<file path="src/rtl/alarm_cmp_pkg.sv">
package alarm_cmp_pkg;

  localparam int BYTE_W      = 8;
  localparam int N_FLD       = 5;
  localparam int F_SEC       = 0;
  localparam int F_MIN       = 1;
  localparam int F_HOUR      = 2;
  localparam int F_DATE      = 3;
  localparam int F_MON       = 4;
  localparam int RPT_BIT     = 7;
  localparam int IRQ_EN_BIT  = 7;
  localparam int BKUP_EN_BIT = 6;

  typedef logic [N_FLD-1:0][BYTE_W-1:0] fld_bank_t;

  typedef enum logic [2:0] {
    MODE_SEC,
    MODE_MIN,
    MODE_HOUR,
    MODE_DAY,
    MODE_MONTH
  } rpt_mode_e;

  // Repeat code is {P4,P3,P2,P1}; unlisted codes fall back to every tick.
  function automatic rpt_mode_e decode_rpt(input logic [3:0] code);
    case (code)
      4'b1111: return MODE_SEC;
      4'b1110: return MODE_MIN;
      4'b1100: return MODE_HOUR;
      4'b1000: return MODE_DAY;
      4'b0000: return MODE_MONTH;
      default: return MODE_SEC;
    endcase
  endfunction

  // Number of fields, counted from seconds upward, that take part in a match.
  function automatic int unsigned cmp_depth(input rpt_mode_e m);
    case (m)
      MODE_SEC:   return 0;
      MODE_MIN:   return 1;
      MODE_HOUR:  return 2;
      MODE_DAY:   return 3;
      MODE_MONTH: return N_FLD;
      default:    return 0;
    endcase
  endfunction

  // Significant BCD bits of each field; the rest hold flags.
  function automatic logic [BYTE_W-1:0] fld_mask(input int unsigned f);
    case (f)
      F_SEC:   return 8'h7F;
      F_MIN:   return 8'h7F;
      F_HOUR:  return 8'h3F;
      F_DATE:  return 8'h3F;
      F_MON:   return 8'h1F;
      default: return 8'h00;
    endcase
  endfunction

endpackage

</file>
<file path="src/rtl/alarm_cmp_regs.sv">
module alarm_cmp_regs
  import alarm_cmp_pkg::*;
#(
  parameter int ADDR_W = 3
) (
  input  logic              clk,
  input  logic              rst_n,
  input  logic              wr_en,
  input  logic [ADDR_W-1:0] wr_addr,
  input  logic [BYTE_W-1:0] wr_data,
  input  logic [ADDR_W-1:0] rd_addr,
  output logic [BYTE_W-1:0] rd_data,
  output fld_bank_t         alm
);

  localparam int N_ADDR = 1 << ADDR_W;

  fld_bank_t bank_q;

  always_ff @(posedge clk) begin
    if (!rst_n) begin
      bank_q <= '0;
    end else if (wr_en) begin
      for (int i = 0; i < N_FLD; i++) begin
        if (wr_addr == ADDR_W'(i)) bank_q[i] <= wr_data;
      end
    end
  end

  // Addresses above the last field decode to nothing and read as zero.
  always_comb begin
    rd_data = '0;
    for (int i = 0; i < N_FLD && i < N_ADDR; i++) begin
      if (rd_addr == ADDR_W'(i)) rd_data = bank_q[i];
    end
  end

  assign alm = bank_q;

endmodule

</file>
<file path="src/rtl/alarm_cmp_match.sv">
module alarm_cmp_match
  import alarm_cmp_pkg::*;
(
  input  fld_bank_t alm,
  input  fld_bank_t now,
  output logic      hit
);

  logic [3:0]  code;
  rpt_mode_e   mode;
  int unsigned depth;
  logic        disabled;
  logic [N_FLD-1:0] fld_eq;
  logic [N_FLD-1:0] fld_ok;

  assign code = {alm[F_DATE][RPT_BIT], alm[F_HOUR][RPT_BIT],
                 alm[F_MIN][RPT_BIT],  alm[F_SEC][RPT_BIT]};

  always_comb begin
    mode  = decode_rpt(code);
    depth = cmp_depth(mode);
  end

  // Monthly mode with a zero date can never match a real date; treat it as off.
  assign disabled = (code == 4'b0000) &&
                    ((alm[F_DATE] & fld_mask(F_DATE)) == '0);

  for (genvar g = 0; g < N_FLD; g++) begin : g_fld
    assign fld_eq[g] = (((alm[g] ^ now[g]) & fld_mask(g)) == '0);
    assign fld_ok[g] = fld_eq[g] || (depth <= g);
  end

  assign hit = (&fld_ok) && !disabled;

endmodule

</file>
<file path="src/rtl/alarm_cmp_flags.sv">
module alarm_cmp_flags (
  input  logic clk,
  input  logic rst_n,
  input  logic tick,
  input  logic hit,
  input  logic flag_rd,
  input  logic irq_en,
  input  logic bkup_en,
  input  logic in_backup,
  output logic af,
  output logic irq_pend
);

  logic af_d;
  logic pend_d;
  logic set_af;
  logic set_irq;

  assign set_af  = tick && hit;
  assign set_irq = set_af && irq_en && (!in_backup || bkup_en);

  // A flag read first drops the pin; only with the pin released does it clear
  // the flag. A new match in the same cycle wins over either clear.
  always_comb begin
    af_d   = af;
    pend_d = irq_pend;
    if (flag_rd) begin
      if (irq_pend) pend_d = 1'b0;
      else          af_d   = 1'b0;
    end
    if (set_af)  af_d   = 1'b1;
    if (set_irq) pend_d = 1'b1;
  end

  always_ff @(posedge clk) begin
    if (!rst_n) begin
      af       <= 1'b0;
      irq_pend <= 1'b0;
    end else begin
      af       <= af_d;
      irq_pend <= pend_d;
    end
  end

endmodule

</file>
<file path="src/rtl/alarm_cmp.sv">
module alarm_cmp
  import alarm_cmp_pkg::*;
#(
  parameter int ADDR_W = 3
) (
  input  logic              clk,
  input  logic              rst_n,
  input  logic              wr_en,
  input  logic [ADDR_W-1:0] wr_addr,
  input  logic [BYTE_W-1:0] wr_data,
  input  logic [ADDR_W-1:0] rd_addr,
  output logic [BYTE_W-1:0] rd_data,
  input  logic              flag_rd,
  input  logic              tick,
  input  logic [BYTE_W-1:0] t_sec,
  input  logic [BYTE_W-1:0] t_min,
  input  logic [BYTE_W-1:0] t_hour,
  input  logic [BYTE_W-1:0] t_date,
  input  logic [BYTE_W-1:0] t_month,
  input  logic              in_backup,
  output logic              af,
  output logic              irq_n
);

  fld_bank_t alm;
  fld_bank_t now;
  logic      hit;
  logic      irq_en;
  logic      bkup_en;
  logic      irq_pend;

  assign now = {t_month, t_date, t_hour, t_min, t_sec};

  alarm_cmp_regs #(.ADDR_W(ADDR_W)) u_regs (
    .clk     (clk),
    .rst_n   (rst_n),
    .wr_en   (wr_en),
    .wr_addr (wr_addr),
    .wr_data (wr_data),
    .rd_addr (rd_addr),
    .rd_data (rd_data),
    .alm     (alm)
  );

  assign irq_en  = alm[F_MON][IRQ_EN_BIT];
  assign bkup_en = alm[F_MON][BKUP_EN_BIT];

  alarm_cmp_match u_match (
    .alm (alm),
    .now (now),
    .hit (hit)
  );

  alarm_cmp_flags u_flags (
    .clk       (clk),
    .rst_n     (rst_n),
    .tick      (tick),
    .hit       (hit),
    .flag_rd   (flag_rd),
    .irq_en    (irq_en),
    .bkup_en   (bkup_en),
    .in_backup (in_backup),
    .af        (af),
    .irq_pend  (irq_pend)
  );

  assign irq_n = !irq_pend;

endmodule

</file>
<file path="config.mk">
export PLATFORM = sky130hd
export DESIGN_NAME = alarm_cmp
export DESIGN_NICKNAME = d
export VERILOG_FILES = /design/src/rtl/alarm_cmp_pkg.sv /design/src/rtl/alarm_cmp_regs.sv /design/src/rtl/alarm_cmp_match.sv /design/src/rtl/alarm_cmp_flags.sv /design/src/rtl/alarm_cmp.sv
export SDC_FILE = /design/constraint.sdc
export NUM_CORES = 1
export LEC_CHECK = 0
export BUFFER_PORTS_ARGS = -buffer_cell sky130_fd_sc_hd__buf_2
export CORE_ASPECT_RATIO = 1.5
export CORE_MARGIN = 5
export CORE_UTILIZATION = 25
export CTS_BUF_LIST = sky130_fd_sc_hd__clkbuf_2
export DETAILED_ROUTE_END_ITERATION = 6
export MAX_ROUTING_LAYER = met4
export SETUP_SLACK_MARGIN = 0.02
export SYNTH_ARGS = -nofsm -noshare
export SYNTH_HDL_FRONTEND = slang
export SYNTH_SLANG_ARGS = --single-unit
</file>
<file path="constraint.sdc">
create_clock -name clk -period 1.2 [get_ports clk]
set_input_delay 0.06 -clock clk [delete_from_list [all_inputs] [get_ports clk]]
set_output_delay 0.06 -clock clk [all_outputs]
set_load 0.1 [all_outputs]
</file>
==> reports/metrics.yaml, run 1 <==
run_status:
  status: "finished, violations left"
  violations: "setup timing"
setup_path:
  slowest_delay_ps: 470
  endpoint_kind: "primary output"
  path_class: "reg2out"
  crit_fanout: 2
  required_ps: 1140
  critical_path_buf_inv_count: 2
  worst_path_max_delay_cell: "mux4_2"
  crit_path_start_kind: "flip-flop"
  cp_cell_sequence: "mux4_2, inv_2, o21ai_4, buf_12"
  arrival_ps: 1590
  cp_top_family: "multiplexers"
synth:
  synthCells: 270
  yosys.cell_types.count: 31
  synth_seq_area_share: 0.362
  netlist_area_sq_um: 2320
  ys_warn_count: 0
  synth.largest_area_cell: "dfxtp_1"
  synth_commonest_cells: "74 x nand2_1, 42 x dfxtp_1, 33 x a21boi_0, 16 x xnor2_1, 15 x xor2_1"
  synth_seq_cells: 42
  synth-edff-count: 0
  synth-main-ff-cell: "dfxtp_1"
  syn_avg_cell_area_sq_um: 8.60
  postSynth.asyncResetShare: 0
  synth_most_common_cell: "nand2_1"
  netlist_top_cells_area: "dfxtp_1 36%, nand2_1 12%, a21boi_0 11%, mux4_2 6.8%, xnor2_1 6.0%"
  netlist.area_leader.share: 0.362
  synth.net_count: 330
drt:
  via_per_inst: 4.55
  wl_per_cell_microns: 15.2
  first_iter_violations: 106
  finalWirelength_mm: 7.41
  drt-pass1-iter-count: 4
  dr_total_vias: 2219
  antenna_left: 0
  drcViolationCount: 0
power_and_ir_drop:
  pwr-share-clk: 0.227
  ir_worst_vdd_v: 0.000312
  switchingPower_w: 0.000769
  p_seq_frac: 0.556
  pwr-share-comb: 0.217
  power.total_w: 0.00260
  p_leak_nw: 1.38
  power_density_nw_per_um2: 740
  sw_frac_of_total: 0.296
  p_int_w: 0.00183
floorplan:
  dieArea_sq_um: 11400
  die_height_microns: 128
  initial_utilization: 0.254
  ios: 70
  core-area_sq_um: 9150
  chipWidth_microns: 88.7
  row_count: 43
placement:
  routabilityCongestion: 0.896
  numPortBuffers: 60
  dp_hpwl_mm: 5.87
global_route:
  grt_pass1_vias: 2372
  antenna_found_initial: 1
  grt_overflow: 0
  grt_max_degree: 27
  grt_pass1_wl_mm: 11.9
  grt.total_usage: 0.143
timing:
  worst_slack_ps: -448
  fin_worst_skew_ps: 11.3
  finalSetupTns_ps: -4040
  max_freq_mhz: 607
  max_slew_margin: 0.756
  worstMarginPinSlew_ps: 365
  min_period_ps: 1650
  rsz0062_at_grt: "true"
  drv_slew: 0
  final_hold_viol_count: 0
  min_period_over_period: 1.37
  finalSetupViolCount: 10
cells_and_area:
  area_growth_pct: 51.1
  post-route-util: 0.384
  drive_above_1_share: 0.461
  nets: 435
clocking:
  cts-root-buf: "clkbuf_2"
  clk_latency_ps: 410
  cts_tree: "done"
  clock_path_buffers: 2
  cts_sinks: 42
  clk_pin_slew_worst_paths_ps: 210
  htreeDepth: 2
  cts_made_buffers: 5
job:
  cap_violations: 0
hold_path:
  hp-class: "in2reg"
## logic make-up after synthesis
group | share of synthesized area
AO/OA/AOI/OAI | 0.156
XOR/XNOR | 0.117
buffers and inverters | 0.0388
flip-flops | 0.362
multiplexers | 0.114
AND/OR/NAND/NOR | 0.212
## worst paths after layout
check                                   start                       endpoint  slack, ps  cells past startpoint
hold reg to reg   u_regs.alm[30]$_SDFFE_PN0P_    u_regs.alm[30]$_SDFFE_PN0P_        480                      2
setup reg to reg  u_regs.alm[29]$_SDFFE_PN0P_  u_flags.irq_pend$_SDFFE_PN0P_       -310                      6
setup / recovery  u_regs.alm[29]$_SDFFE_PN0P_                     rd_data[5]       -450                      4
hold / removal                       t_sec[0]        u_flags.af$_SDFFE_PN0P_        140                      6
## registers in the layout, summed over array words and instances, names as in the netlist
| name | count |
|---|---|
| u_regs.alm | 40 |
| u_flags.af | 1 |
| u_flags.irq_pend | 1 |
## per-layer routing
layer  share of wire  vias to the layer above  global-route usage
met1            0.36                     1020               0.146
li1                -                     1124                   -
met5               0                        -                   -
met4           0.037                        0              0.0774
met3           0.042                       17              0.0199
met2            0.56                       58               0.257
## power groups by stage
stage	Clock (W)	Combinational (W)	Sequential [W]
after floorplan	0	0.000253	0.00148
after global placement	0	0.000488	0.00148
after detailed placement	0	0.000493	0.00148
after CTS	0.000612	0.000552	0.00144
after global routing	0.000685	0.000607	0.00145
final	0.000590	0.000563	0.00144
## final cells by class
class	count	area [sq um]
fill	918	5640
inverter	11	41.3
clock inverter	2	10.0
antenna	1	2.50
timing repair buffer	109	865
tap	112	140
multi-input combinational	206	1540
sequential	42	891
clock buffer	5	25.0
## through the flow
stage                     cells  area [sq um]  hold WS, ps  setup slack, ps
after detailed placement    450          3130          345             -208
after global placement      450          3130          329             -174
after CTS                   485          3430          122             -462
after global routing        488          3510          146             -523
after floorplan             270          2460          197            -40.6
final                       488          3510          137             -448
## placed cells by master (no fill, tap or decap), types with 5 or more instances in the layout
master	instances
a21boi_0	33
buf_12	11
buf_2	50
buf_4	35
clkbuf_2	5
dfxtp_1	8
dfxtp_2	31
dlygate4sd3_1	12
inv_2	8
mux2i_1	8
mux4_2	8
nand2_1	74
nand4_1	6
nor2b_1	10
o21ai_4	8
xnor2_1	11
xnor2_2	5
xor2_1	15
## worst register-to-register path: stages, from the launching register on
cell and delay, ps:
dfxtp_4 400, buf_4 150, xnor2_2 140, nand4_1 190, o31ai_1 250, nand4_1 170, o21ai_1 150
## timing repair
item | in CTS | in global routing
hold endpoints to repair | 39 | 0
endpoints found under the setup margin | 12 | 12
pin swaps | 2 | 2
hold buffers | 12 | 0
resized for setup | 10 | 13
setup buffers | 16 | 2
No activity file was read; power rests on OpenSTA's default activity.
==> run 2: changes to the inputs <==
--- a/config.mk
+++ b/config.mk
@@ -6,12 +6,15 @@
 export NUM_CORES = 1
 export LEC_CHECK = 0
 export BUFFER_PORTS_ARGS = -buffer_cell sky130_fd_sc_hd__buf_2
+export CELL_PAD_IN_SITES_DETAIL_PLACEMENT = 1
+export CELL_PAD_IN_SITES_GLOBAL_PLACEMENT = 1
 export CORE_ASPECT_RATIO = 1.5
 export CORE_MARGIN = 5
 export CORE_UTILIZATION = 25
-export CTS_BUF_LIST = sky130_fd_sc_hd__clkbuf_2
+export CTS_BUF_LIST = sky130_fd_sc_hd__clkbuf_16
 export DETAILED_ROUTE_END_ITERATION = 6
 export MAX_ROUTING_LAYER = met4
+export PLACE_DENSITY_LB_ADDON = 0.1
 export SETUP_SLACK_MARGIN = 0.02
 export SYNTH_ARGS = -nofsm -noshare
 export SYNTH_HDL_FRONTEND = slang
==> reports/metrics.yaml, run 2 (synthesized netlist as in run 1, its figures left out) <==
floorplan:
  die_height_microns: 128
  dieArea_sq_um: 11400
  chipWidth_microns: 88.7
  core-area_sq_um: 9150
  row_count: 43
  ios: 70
  initial_utilization: 0.254
global_route:
  grt_overflow: 0
  antenna_found_initial: 0
  grt_pass1_vias: 2350
  grt.total_usage: 0.157
  grt_max_degree: 37
  grt_pass1_wl_mm: 12.8
setup_path:
  path_class: "reg2out"
  reg2reg_depth: 6
  endpoint_kind: "primary output"
  arrival_ps: 1500
  reg2reg_from: "u_regs.alm[28]$_SDFFE_PN0P_"
  crit_path_start_kind: "flip-flop"
  rrSetupSlack_ps: -210
  required_ps: 1140
  r2r_end: "u_flags.irq_pend$_SDFFE_PN0P_"
  crit_fanout: 2
placement:
  dp_hpwl_mm: 6.61
  dp_cells: 456
  dp_slack_ps: -236
  routabilityCongestion: 0.757
  numPortBuffers: 60
run_status:
  status: "finished, violations left"
  violations: "setup timing"
hold_path:
  hold_end: "u_flags.af$_SDFFE_PN0P_"
  hp-class: "in2reg"
  worstHoldStart: "tick"
  hold_depth: 3
timing:
  fin_worst_skew_ps: 6.96
  max_slew_margin: 0.677
  min_period_over_period: 1.30
  drv_slew: 0
  min_period_ps: 1560
  worstMarginPinSlew_ps: 488
  final_hold_viol_count: 0
  finalSetupViolCount: 10
  max_freq_mhz: 640
  worst_slack_ps: -361
  rsz0062_at_grt: "true"
clocking:
  cts_sinks: 42
  cts-root-buf: "clkbuf_16"
  ctsHoldBuffers: 0
  clk_pin_slew_worst_paths_ps: 60
  htreeDepth: 2
  cts_tree: "done"
  clock_path_buffers: 2
  cts_made_buffers: 5
  clk_latency_ps: 290
drt:
  drt-pass1-iter-count: 3
  finalWirelength_mm: 8.25
  drcViolationCount: 0
  first_iter_violations: 49
  dr_total_vias: 2212
  antenna_left: 0
  via_per_inst: 4.61
  wl_per_cell_microns: 17.2
cells_and_area:
  nets: 427
  final_common_cell: "nand2_1"
  layout_common_cells: "74 x nand2_1, 52 x buf_2, 33 x a21boi_0"
  nFillCells: 1120
  largest_reg_flops: 40
  drive_above_1_share: 0.470
  finalNonFillerCells: 480
  area_growth_pct: 53.0
  diodes: 0
power_and_ir_drop:
  power_density_nw_per_um2: 939
  p_leak_nw: 1.38
  ir_worst_vdd_v: 0.000501
job:
  cap_violations: 0
==> run 2: changes by cell type in the layout (fill, tap and decap cells not counted), moves of 4 or more <==
cell,previous run,this run
dlygate4sd3_1,12,0
clkbuf_2,5,0
clkbuf_16,0,5
buf_4,35,29
xnor2_1,11,15
xnor2_2,5,1
buf_6,1,8
dfxtp_2,31,27
==> run 2: report_power, final <==
part	internal, W	switching [W]	total [W]
Clock	0.000760	0.000580	0.00134
Combinational	0.000263	0.000290	0.000554
Sequential	0.00142	0.0000247	0.00144
Total	0.00244	0.000895	0.00334
==> run 2: worst max path at each step <==
stage                                      from                            end  slack (ps)  cells after the start
floorplan           u_regs.alm[15]$_SDFFE_PN0P_                     rd_data[7]         -40                      3
global placement    u_regs.alm[10]$_SDFFE_PN0P_  u_flags.irq_pend$_SDFFE_PN0P_        -230                      5
detailed placement  u_regs.alm[10]$_SDFFE_PN0P_  u_flags.irq_pend$_SDFFE_PN0P_        -240                      5
CTS                 u_regs.alm[21]$_SDFFE_PN0P_                     rd_data[5]        -380                      5
global route        u_regs.alm[21]$_SDFFE_PN0P_                     rd_data[5]        -410                      5
finish              u_regs.alm[21]$_SDFFE_PN0P_                     rd_data[5]        -360                      5
==> run 2: worst max-delay path, stage by stage, from the launching register on <==
cell     delay, ps
dfxtp_2        320
buf_6          110
mux4_2         460
inv_2           90
o21ai_4         60
buf_12         170
==> run 2: cell type report <==
| type | instances | area (sq um) | area share |
|---|---|---|---|
| inverter | 11 | 41.3 | 0.0116 |
| clock inverter | 3 | 16.3 | 0.00458 |
| clock buffer | 5 | 125 | 0.0352 |
| sequential | 42 | 893 | 0.251 |
| multi-input combinational | 206 | 1530 | 0.430 |
| tap | 112 | 140 | 0.0395 |
| timing repair buffer | 101 | 808 | 0.228 |
==> run 2: layer usage <==
| layer | track usage | up-vias | share of wire |
|---|---|---|---|
| met3 | 0.0251 | 12 | 0.035 |
| met2 | 0.267 | 44 | 0.53 |
| li1 | - | 1105 | - |
| met4 | 0.0560 | 0 | 0.024 |
| met1 | 0.184 | 1051 | 0.41 |
| met5 | - | - | 0 |
==> run 2: timing repair <==
action / CTS / global route
resized for setup: 18 / 6
setup buffers: 11 / 5
setup endpoints to repair: 10 / 10
pin swaps: 11 / 7
==> run 2: stage by stage <==
step,util,setup TNS (ps),power (W),hold slack [ps],area [sq um]
5_1_grt,0.388,-3550,0.00349,63.9,3550
4_1_cts,0.380,-3310,0.00337,34.8,3480
3_3_place_gp,0.350,-1380,0.00200,333,3200
2_1_floorplan,-,-202,0.00173,197,2460
6_report,0.388,-2980,0.00334,49.4,3550
3_5_place_dp,0.350,-1630,0.00201,350,3200
